--- config.mk ---
export PLATFORM = sky130hd
export DESIGN_NAME = adc_guard_irq
export DESIGN_NICKNAME = d
export VERILOG_FILES = /design/src/rtl/adcg_pkg.sv /design/src/rtl/adcg_window.sv /design/src/rtl/adcg_pending.sv /design/src/rtl/adc_guard_irq.sv
export SDC_FILE = /design/constraint.sdc
export NUM_CORES = 1
export LEC_CHECK = 0
export BUFFER_PORTS_ARGS = -buffer_cell sky130_fd_sc_hd__buf_4
export CORE_UTILIZATION = 55
export CTS_CLUSTER_DIAMETER = 200
export CTS_CLUSTER_SIZE = 24
export DETAILED_ROUTE_END_ITERATION = 8
export PLACE_DENSITY = 0.73
export RECOVER_POWER = 25
export SETUP_SLACK_MARGIN = 0.4
export SKIP_LAST_GASP = 1
export SLEW_MARGIN = 20
export SYNTH_ARGS = -nofsm -noshare
export SYNTH_HDL_FRONTEND = slang
export SYNTH_SLANG_ARGS = --single-unit
--- constraint.sdc ---
create_clock -name clk -period 6.4 [get_ports clk]
set_clock_uncertainty 0.05 [all_clocks]
set_input_delay 0.64 -clock clk [delete_from_list [all_inputs] [get_ports clk]]
set_output_delay 0.64 -clock clk [all_outputs]
set_load 0.005 [all_outputs]
--- src/rtl/adcg_pkg.sv ---
package adcg_pkg;
   localparam int ADDR_W = 3;
   localparam logic [ADDR_W-1:0] A_CTRL  = 3'd0;
   localparam logic [ADDR_W-1:0] A_CRR   = 3'd1;
   localparam logic [ADDR_W-1:0] A_LO0   = 3'd2;
   localparam logic [ADDR_W-1:0] A_HI0   = 3'd3;
   localparam logic [ADDR_W-1:0] A_LO1   = 3'd4;
   localparam logic [ADDR_W-1:0] A_HI1   = 3'd5;
   localparam logic [ADDR_W-1:0] A_VBASE = 3'd6;
   localparam logic [ADDR_W-1:0] A_VEC   = 3'd7;
   // control register bit positions
   localparam int B_EOC_EN = 0;
   localparam int B_WD_EN  = 1;
   localparam int B_WD_P   = 6;
   localparam int B_EOC_P  = 7;
   localparam int NGUARD   = 2;
   localparam int NCHK     = 2 * NGUARD;
endpackage

--- src/rtl/adcg_window.sv ---
module adcg_window #(
   parameter int RES_W = 10,
   parameter int CH_W  = 4,
   parameter logic [CH_W-1:0] GUARD_CH = '0
) (
   input  logic             clk,
   input  logic             rst_n,
   input  logic             conv_done,
   input  logic [CH_W-1:0]  conv_ch,
   input  logic [RES_W-1:0] conv_res,
   input  logic [RES_W-1:0] lo_thr,
   input  logic [RES_W-1:0] hi_thr,
   output logic             hit_lo,
   output logic             hit_hi
);
   logic mine;
   assign mine   = conv_done && (conv_ch == GUARD_CH);
   assign hit_lo = mine && (conv_res < lo_thr);
   assign hit_hi = mine && (conv_res > hi_thr);

   // equality with a threshold is in range
   p_eq_in_range_r3: assert property (@(posedge clk) disable iff (!rst_n)
      (conv_done && conv_res == lo_thr) |-> !hit_lo);
   // other channels never hit
   p_other_ch_r4: assert property (@(posedge clk) disable iff (!rst_n)
      (conv_ch != GUARD_CH) |-> !(hit_lo || hit_hi));
endmodule

--- src/rtl/adcg_pending.sv ---
module adcg_pending
   import adcg_pkg::*;
(
   input  logic            clk,
   input  logic            rst_n,
   input  logic            hw_eoc,
   input  logic [NCHK-1:0] hw_hits,
   input  logic            sw_wr,
   input  logic            sw_eoc,
   input  logic            sw_wd,
   output logic            eoc_q,
   output logic            wd_q,
   output logic [NCHK-1:0] crr_q
);
   logic hw_wd, sw_clr_wd;
   assign hw_wd     = |hw_hits;
   assign sw_clr_wd = sw_wr && !sw_wd && !hw_wd;

   always_ff @(posedge clk or negedge rst_n) begin
      if (!rst_n) begin
         eoc_q <= 1'b0;
         wd_q  <= 1'b0;
         crr_q <= '0;
      end else begin
         eoc_q <= hw_eoc | (sw_wr ? sw_eoc : eoc_q);
         wd_q  <= hw_wd  | (sw_wr ? sw_wd  : wd_q);
         crr_q <= sw_clr_wd ? '0 : (crr_q | hw_hits);
      end
   end

   // a conversion always leaves end of conversion pending
   p_eoc_set_r2: assert property (@(posedge clk) disable iff (!rst_n)
      hw_eoc |=> eoc_q);
   // status bits never stand without the watchdog flag
   p_crr_needs_wd_r5: assert property (@(posedge clk) disable iff (!rst_n)
      (crr_q != '0) |-> wd_q);
   // flags are sticky without a software write
   p_sticky_r6: assert property (@(posedge clk) disable iff (!rst_n)
      (wd_q && !sw_wr) |=> wd_q);
   // status bits drop together with the watchdog flag
   p_crr_clear_r7: assert property (@(posedge clk) disable iff (!rst_n)
      $fell(wd_q) |-> (crr_q == '0));
   // a hardware hit beats a software clear
   p_hw_wins_r11: assert property (@(posedge clk) disable iff (!rst_n)
      hw_wd |=> wd_q);
endmodule

--- src/rtl/adc_guard_irq.sv ---
module adc_guard_irq
   import adcg_pkg::*;
#(
   parameter int RES_W  = 10,
   parameter int CH_W   = 4,
   parameter int DATA_W = 16,
   parameter int VEC_W  = 8,
   parameter logic [CH_W-1:0] GUARD_CH0 = 4'd2,
   parameter logic [CH_W-1:0] GUARD_CH1 = 4'd5
) (
   input  logic              clk,
   input  logic              rst_n,
   input  logic              conv_done,
   input  logic [CH_W-1:0]   conv_ch,
   input  logic [RES_W-1:0]  conv_res,
   input  logic              bus_we,
   input  logic [2:0]        bus_addr,
   input  logic [DATA_W-1:0] bus_wdata,
   output logic [DATA_W-1:0] bus_rdata,
   output logic              irq
);
   localparam int BASE_W = VEC_W - 2;
   localparam logic [RES_W-1:0] THR_MAX = {RES_W{1'b1}};

   if (DATA_W < RES_W || DATA_W < VEC_W || DATA_W < 8) begin : g_bad_width
      $error("adc_guard_irq: DATA_W too narrow");
   end
   if (VEC_W < 3) begin : g_bad_vec
      $error("adc_guard_irq: VEC_W must be at least 3");
   end
   if (GUARD_CH0 == GUARD_CH1) begin : g_bad_guard
      $error("adc_guard_irq: guarded channels must differ");
   end

   logic [RES_W-1:0]  lo_q [NGUARD];
   logic [RES_W-1:0]  hi_q [NGUARD];
   logic [BASE_W-1:0] base_q;
   logic              eoc_en_q, wd_en_q;
   logic [NCHK-1:0]   hits;
   logic              eoc_p, wd_p, wd_req, eoc_req, sw_wr;
   logic [NCHK-1:0]   crr;
   logic [VEC_W-1:0]  vec;

   for (genvar g = 0; g < NGUARD; g++) begin : g_guard
      localparam logic [CH_W-1:0] GCH = (g == 0) ? GUARD_CH0 : GUARD_CH1;
      adcg_window #(.RES_W(RES_W), .CH_W(CH_W), .GUARD_CH(GCH)) u_win (
         .clk      (clk),
         .rst_n    (rst_n),
         .conv_done(conv_done),
         .conv_ch  (conv_ch),
         .conv_res (conv_res),
         .lo_thr   (lo_q[g]),
         .hi_thr   (hi_q[g]),
         .hit_lo   (hits[2*g]),
         .hit_hi   (hits[2*g+1])
      );

      always_ff @(posedge clk or negedge rst_n) begin
         if (!rst_n) begin
            lo_q[g] <= '0;
            hi_q[g] <= THR_MAX;
         end else if (bus_we) begin
            if (bus_addr == A_LO0 + 3'(2*g)) lo_q[g] <= bus_wdata[RES_W-1:0];
            if (bus_addr == A_HI0 + 3'(2*g)) hi_q[g] <= bus_wdata[RES_W-1:0];
         end
      end
   end

   assign sw_wr = bus_we && (bus_addr == A_CTRL);

   adcg_pending u_pend (
      .clk    (clk),
      .rst_n  (rst_n),
      .hw_eoc (conv_done),
      .hw_hits(hits),
      .sw_wr  (sw_wr),
      .sw_eoc (bus_wdata[B_EOC_P]),
      .sw_wd  (bus_wdata[B_WD_P]),
      .eoc_q  (eoc_p),
      .wd_q   (wd_p),
      .crr_q  (crr)
   );

   always_ff @(posedge clk or negedge rst_n) begin
      if (!rst_n) begin
         eoc_en_q <= 1'b0;
         wd_en_q  <= 1'b0;
         base_q   <= '0;
      end else if (bus_we) begin
         if (bus_addr == A_CTRL) begin
            eoc_en_q <= bus_wdata[B_EOC_EN];
            wd_en_q  <= bus_wdata[B_WD_EN];
         end
         if (bus_addr == A_VBASE) base_q <= bus_wdata[VEC_W-1:2];
      end
   end

   assign wd_req  = wd_p && wd_en_q;
   assign eoc_req = eoc_p && eoc_en_q;
   assign irq     = wd_req || eoc_req;
   assign vec     = {base_q, ~wd_req, 1'b0};

   always_comb begin
      bus_rdata = '0;
      case (bus_addr)
         A_CTRL: begin
            bus_rdata[B_EOC_P]  = eoc_p;
            bus_rdata[B_WD_P]   = wd_p;
            bus_rdata[B_WD_EN]  = wd_en_q;
            bus_rdata[B_EOC_EN] = eoc_en_q;
         end
         A_CRR:   bus_rdata[NCHK-1:0]  = crr;
         A_LO0:   bus_rdata[RES_W-1:0] = lo_q[0];
         A_HI0:   bus_rdata[RES_W-1:0] = hi_q[0];
         A_LO1:   bus_rdata[RES_W-1:0] = lo_q[1];
         A_HI1:   bus_rdata[RES_W-1:0] = hi_q[1];
         A_VBASE: bus_rdata[VEC_W-1:2] = base_q;
         default: bus_rdata[VEC_W-1:0] = vec;
      endcase
   end

   // an active watchdog request owns the vector
   p_vec_priority_r10: assert property (@(posedge clk) disable iff (!rst_n)
      (wd_p && wd_en_q) |-> (vec[1] == 1'b0 && vec[0] == 1'b0));
   // no interrupt without an enabled pending flag
   p_irq_source_r9: assert property (@(posedge clk) disable iff (!rst_n)
      irq |-> ((wd_p && wd_en_q) || (eoc_p && eoc_en_q)));
endmodule

; After elaboration in Yosys (flattened, before gate mapping)
; Cells that the tools add are included.
; W data, S select, Z words.
[classes]
magnitude_cmp = 4
n_eq_ne = 8
mux = 8
bitwise_logic = 4
reduce_logical = 23
[ops]
columns = op, n
row1 = $pmux W2 S6, 2
row2 = $gt A10 B10 Y1, 2
row3 = $lt A10 B10 Y1, 2
row4 = $pmux W2 S7, 1
row5 = $reduce_and A2 Y1, 6
row6 = $logic_and A1 B1 Y1, 11
row7 = $pmux W2 S5, 1
row8 = $eq A3 B3 Y1 const B, 3
row9 = $pmux W2 S4, 1
row10 = $eq A3 B2 Y1 const B, 2
row11 = $eq A4 B2 Y1 const B, 1
row12 = $eq A4 B3 Y1 const B, 1
row13 = $mux W4, 1
row14 = $or A4 B4 Y4, 1
row15 = $reduce_or A4 Y1, 1
row16 = $eq A3 B1 Y1 const B, 1
row17 = $logic_not A3 Y1, 1
row18 = $logic_not A1 Y1, 2
row19 = $mux W1, 2
row20 = $or A1 B1 Y1, 2
row21 = $reduce_or A2 Y1, 1
row22 = $logic_or A1 B1 Y1, 1
row23 = $not A1 Y1, 1
[word_totals]
reg_bits = 54
inputBits = 37
output_inout_bits = 17
word_cells = 57

; Longest topological paths before layout
[depth]
word_depth = 7
mapped_depth = 7
mapped_depth_nobuf = 7

; Cells and area by module
; A second synthesis with hierarchy kept.
[unflattened]
hier_cells = 343
area_unflattened_um2 = 3594.7
[modules_own_cells]
columns = module, instances, cells_per_inst, area_per_inst_um2, seq_area_each_um2
row1 = adc_guard_irq, 1, 189, 2373.5, 1226.2
row2 = adcg_window (g_guard[1].u_win), 1, 67, 493.0, 0.0
row3 = adcg_window (g_guard[0].u_win), 1, 67, 491.7, 0.0
row4 = adcg_pending, 1, 20, 236.5, 150.1

; Worst setup path before layout
; No wires, ideal clock.
[synth_path]
path_kind = in2out
from = input port bus_addr[2]
to = output port bus_rdata[6]
arrival_ns = 1.610
required_time_ns = 5.710
path_slack_ns = 4.100
cell_stages = 6
n_path_buf = 3
cell_sequence = buf_2 -> buf_2 -> buf_2 -> a22o_1 -> a22oi_1 -> o21ai_1
[synth_between]
elab_chain_len = 2
elab_cells_between_ends = 7
classes_between = 5 x eq/ne / 1 x mux / 1 x reduce/logical
[synth_lines]
columns = element, line
row1 = "start, declared", adc_guard_irq.sv:17  ; input logic [2:0] bus_addr,
row2 = "$eq A3 B3 Y1, or another cell as far along", adc_guard_irq.sv:105  ; case (bus_addr)
row3 = $pmux W2 S6 (*), adc_guard_irq.sv:105
row4 = "end, declared", adc_guard_irq.sv:19  ; output logic [DATA_W-1:0] bus_rdata,
; Mark *: on every way between the ends. The rest lies on a longest branch, timed or not.

==> run summary <==
Cells after Synth - 357
Hold Crit Class - register to register
TritonCTS Buffers - 5
Synth cell types - 54
total track usage - 26.9%
max cap viols - 1
CP bufs+invs - 1
wire per inst - 18.4 um
r2r setup slk - 4100 ps
Detail Route Antenna Nets - 0
initial antenna violation count - 0
startpoint types - primary input
fin. max-slew vios - 55
CTS Hold Bufs - 0
fraction of synthesized area in multiplexers - 14.1%
Iter 0 DRT Violations - 151
critical path cell sequence - clkbuf_1
hpwl dp - 6510 um
Synth Register Bits - 54
syn_area_per_cell - 10.2 um^2
TritonRoute pass-1 iters - 5
Vias per Instance - 6.00
Cell Rows - 29
Area contributors post-synth - dfrtp_1 23%, dfstp_2 14%, ha_1 13%
Hold Path Depth - 1
Clock Path Buffers - 2
Critical Path AT - 2680 ps
FF-to-FF End - u_pend.crr_q[1]
Power per Cell Area - 257 nW/um^2
Ant. Diodes - 0
status - finished, violations left
Worst EP required - 6150 ps
die height - 83.4 um
die width - 83.4 um
Final min period - 2930 ps
Root Driver - clkbuf_8
Min Hold Slack - 456 ps
XOR/XNOR share of the synthesized area - 0%
CTS tree - yes
Register Area - 1380 um^2
Top Ports - 54
f_max - 0.342 GHz
core footprint - 6390 um^2
clock sink count - 54
main combinational cell family by area after synthesis - compound AO/OA/AOI/OAI gates
clock slew at reported path FFs - 100 ps
Resized cells post-CTS - 0
post-CTS setup buffer count - 0
share of the synthesized area in the top cell type - 23.4%
violated checks - capacitance limit, slew limit
first-pass GRT wire length - 14400 um
post-synthesis compound-gate area fraction - 16.0%
Setup violations, final - 0
Worst R2R Start - hi_q[5]
drt total wl - 8630 um
via count - 2821
Setup CP Type - primary input to async pin
vias in the first global route - 2827
unrepaired setup endpoints after global routing - false
share of layout cells above drive strength 1 - 21.4%
Synth-to-Final Area Change - 11.8%
Max FO, Critical Path - 54
slowest stage delay, CP - 2010 ps
buffers added on ports - 41
endpoint class of the critical path - async pin
footprint of the multi-input gates - 2020 um^2
Top delay family on crit path - buffers and inverters
Levels on crit path - 1
Worst IR Drop VDD - 0.150 mV
sequential element share of the synthesized area - 37.8%
hold endpoint - base_q[4]
Post-Synth Adder-Cell Area - 13.0%
Starting Density - 57.1%
Hold Fails Final Rpt - 0
hold_sp - base_q[4]
post-synthesis cell area - 3640 um^2
Worst R2R Path Depth - 7
die area - 6950 um^2
leak pwr - 1.92 nW
nets - 467
grt total ovfl - 0
largest net degree at the start of global routing - 55
largest area contributor in the netlist - dfrtp_1
H-tree Lvls - 2
CP max-delay cell - clkbuf_1
Slew headroom - -92.4%
Worst Max-Slew Pin Slew - 2890 ps
Remaining DRCs - 0
Simple-Gate Fraction of Synth Area - 11.5%
gpl congestion - 0.935
Fillers - 555
setup tns final - 0 ps
clk_lat worst skew - 310 ps
fin crit share - 45.7%
synth warn - 0
-- per-layer routing --
metal  GRT usage, %  up-vias  part of all wire, %
li1               -     1347                    -
met1           37.0     1386                   47
met2           44.6       75                   48
met3           3.58       13                  3.5
met4           7.68        0                  2.3
met5              0        -                    0
-- registers in the layout, indices dropped and copies added, names as in the netlist --
name          count
hi_q             20
u_pend.crr_q      4
wd_en_q           1
eoc_en_q          1
base_q            6
lo_q             20
u_pend.eoc_q      1
u_pend.wd_q       1
-- power breakdown --
part | internal [mW] | switching [mW] | total [mW]
clock network | 0.117 | 0.113 | 0.230
logic | 0.156 | 0.174 | 0.329
registers | 0.437 | 0.0525 | 0.490
-- cells by family after synthesis --
logic type | after synthesis
other cells | 1
compound gates | 85
buf+inv | 62
simple gates | 72
mux | 45
fa+ha+maj | 38
flops | 54
-- cells in the final DEF (no fill, tap or decap), types with 2 or more instances in the layout --
master | Yosys | layout
inv_1 | 42 | 42
buf_4 | 8 | 41
ha_1 | 38 | 38
dfrtp_1 | 34 | 34
nand2_1 | 29 | 29
mux2_1 | 27 | 27
o21ai_0 | 25 | 25
dfstp_2 | 20 | 20
a21oi_1 | 17 | 17
mux2i_1 | 13 | 13
nor2_1 | 13 | 13
a211oi_1 | 8 | 8
conb_1 | 1 | 6
nor2b_1 | 5 | 5
clkbuf_8 | 0 | 5
nand2b_1 | 4 | 4
nand4_1 | 4 | 4
a41oi_1 | 4 | 4
a22o_1 | 3 | 3
a22oi_1 | 3 | 3
nand4b_1 | 3 | 3
mux2_2 | 3 | 3
o21ai_1 | 2 | 2
mux4_2 | 2 | 2
o22ai_1 | 2 | 2
a21boi_0 | 2 | 2
a41o_1 | 2 | 2
and4_1 | 2 | 2
o311ai_0 | 2 | 2
a311oi_1 | 2 | 2
a2111o_1 | 2 | 2
nor4b_2 | 2 | 2
a221oi_1 | 2 | 2
clkbuf_1 | 2 | 2
-- worst max path at each step --
stage | startpoint | endpoint | slack, ps
final | rst_n | lo_q[7] | 3470
after global routing | rst_n | u_pend.eoc_q | 2870
after CTS | bus_addr[1] | bus_rdata[5] | 3690
after detailed placement | bus_addr[1] | bus_rdata[5] | 3680
after global placement | bus_addr[1] | bus_rdata[5] | 3710
after floorplan | bus_addr[2] | bus_rdata[6] | 4100
-- through the flow --
step / power [mW] / util, % / cells / instance area, um^2 / setup WS (ps)
after floorplan: 0.702 / - / 362 / 3660 / 4100
after global placement: 0.805 / 62.1 / 462 / 3970 / 3710
after detailed placement: 0.824 / 62.1 / 462 / 3970 / 3680
after CTS: 1.06 / 63.9 / 470 / 4080 / 3690
after global routing: 1.12 / 63.8 / 470 / 4070 / 2870
final: 1.05 / 63.8 / 470 / 4070 / 3470
-- Yosys cell counts (all sizes together) --
| master | instances |
|---|---|
| a2111o | 2 |
| a211o | 1 |
| a211oi | 9 |
| a21boi | 2 |
| a21o | 1 |
| a21oi | 17 |
| a221oi | 2 |
| a22o | 3 |
| a22oi | 4 |
| a311oi | 3 |
| a31o | 1 |
| a31oi | 1 |
| a41o | 2 |
| a41oi | 4 |
| and2b | 1 |
| and3 | 1 |
| and3b | 1 |
| and4 | 2 |
| buf | 17 |
| clkbuf | 2 |
| conb | 1 |
| dfrtp | 34 |
| dfstp | 20 |
| ha | 38 |
| inv | 43 |
| mux2 | 30 |
| mux2i | 13 |
| mux4 | 2 |
| nand2 | 30 |
| nand2b | 4 |
| nand3 | 1 |
| nand4 | 4 |
| nand4b | 4 |
| nor2 | 13 |
| nor2b | 5 |
| nor3 | 1 |
| nor4b | 3 |
| nor4bb | 1 |
| o2111ai | 1 |
| o211ai | 1 |
| o21ai | 27 |
| o22ai | 2 |
| o311ai | 2 |
| or3 | 1 |
-- area by class of cell --
type | count | area share, %
flip-flops and latches | 54 | 33.8
clock buffers | 6 | 1.78
repair buffers | 42 | 7.65
well taps | 77 | 2.36
inverters | 43 | 3.96
multi-input cells | 246 | 49.5
clock inverters | 2 | 0.921
No activity file was read; power rests on OpenSTA's default activity.
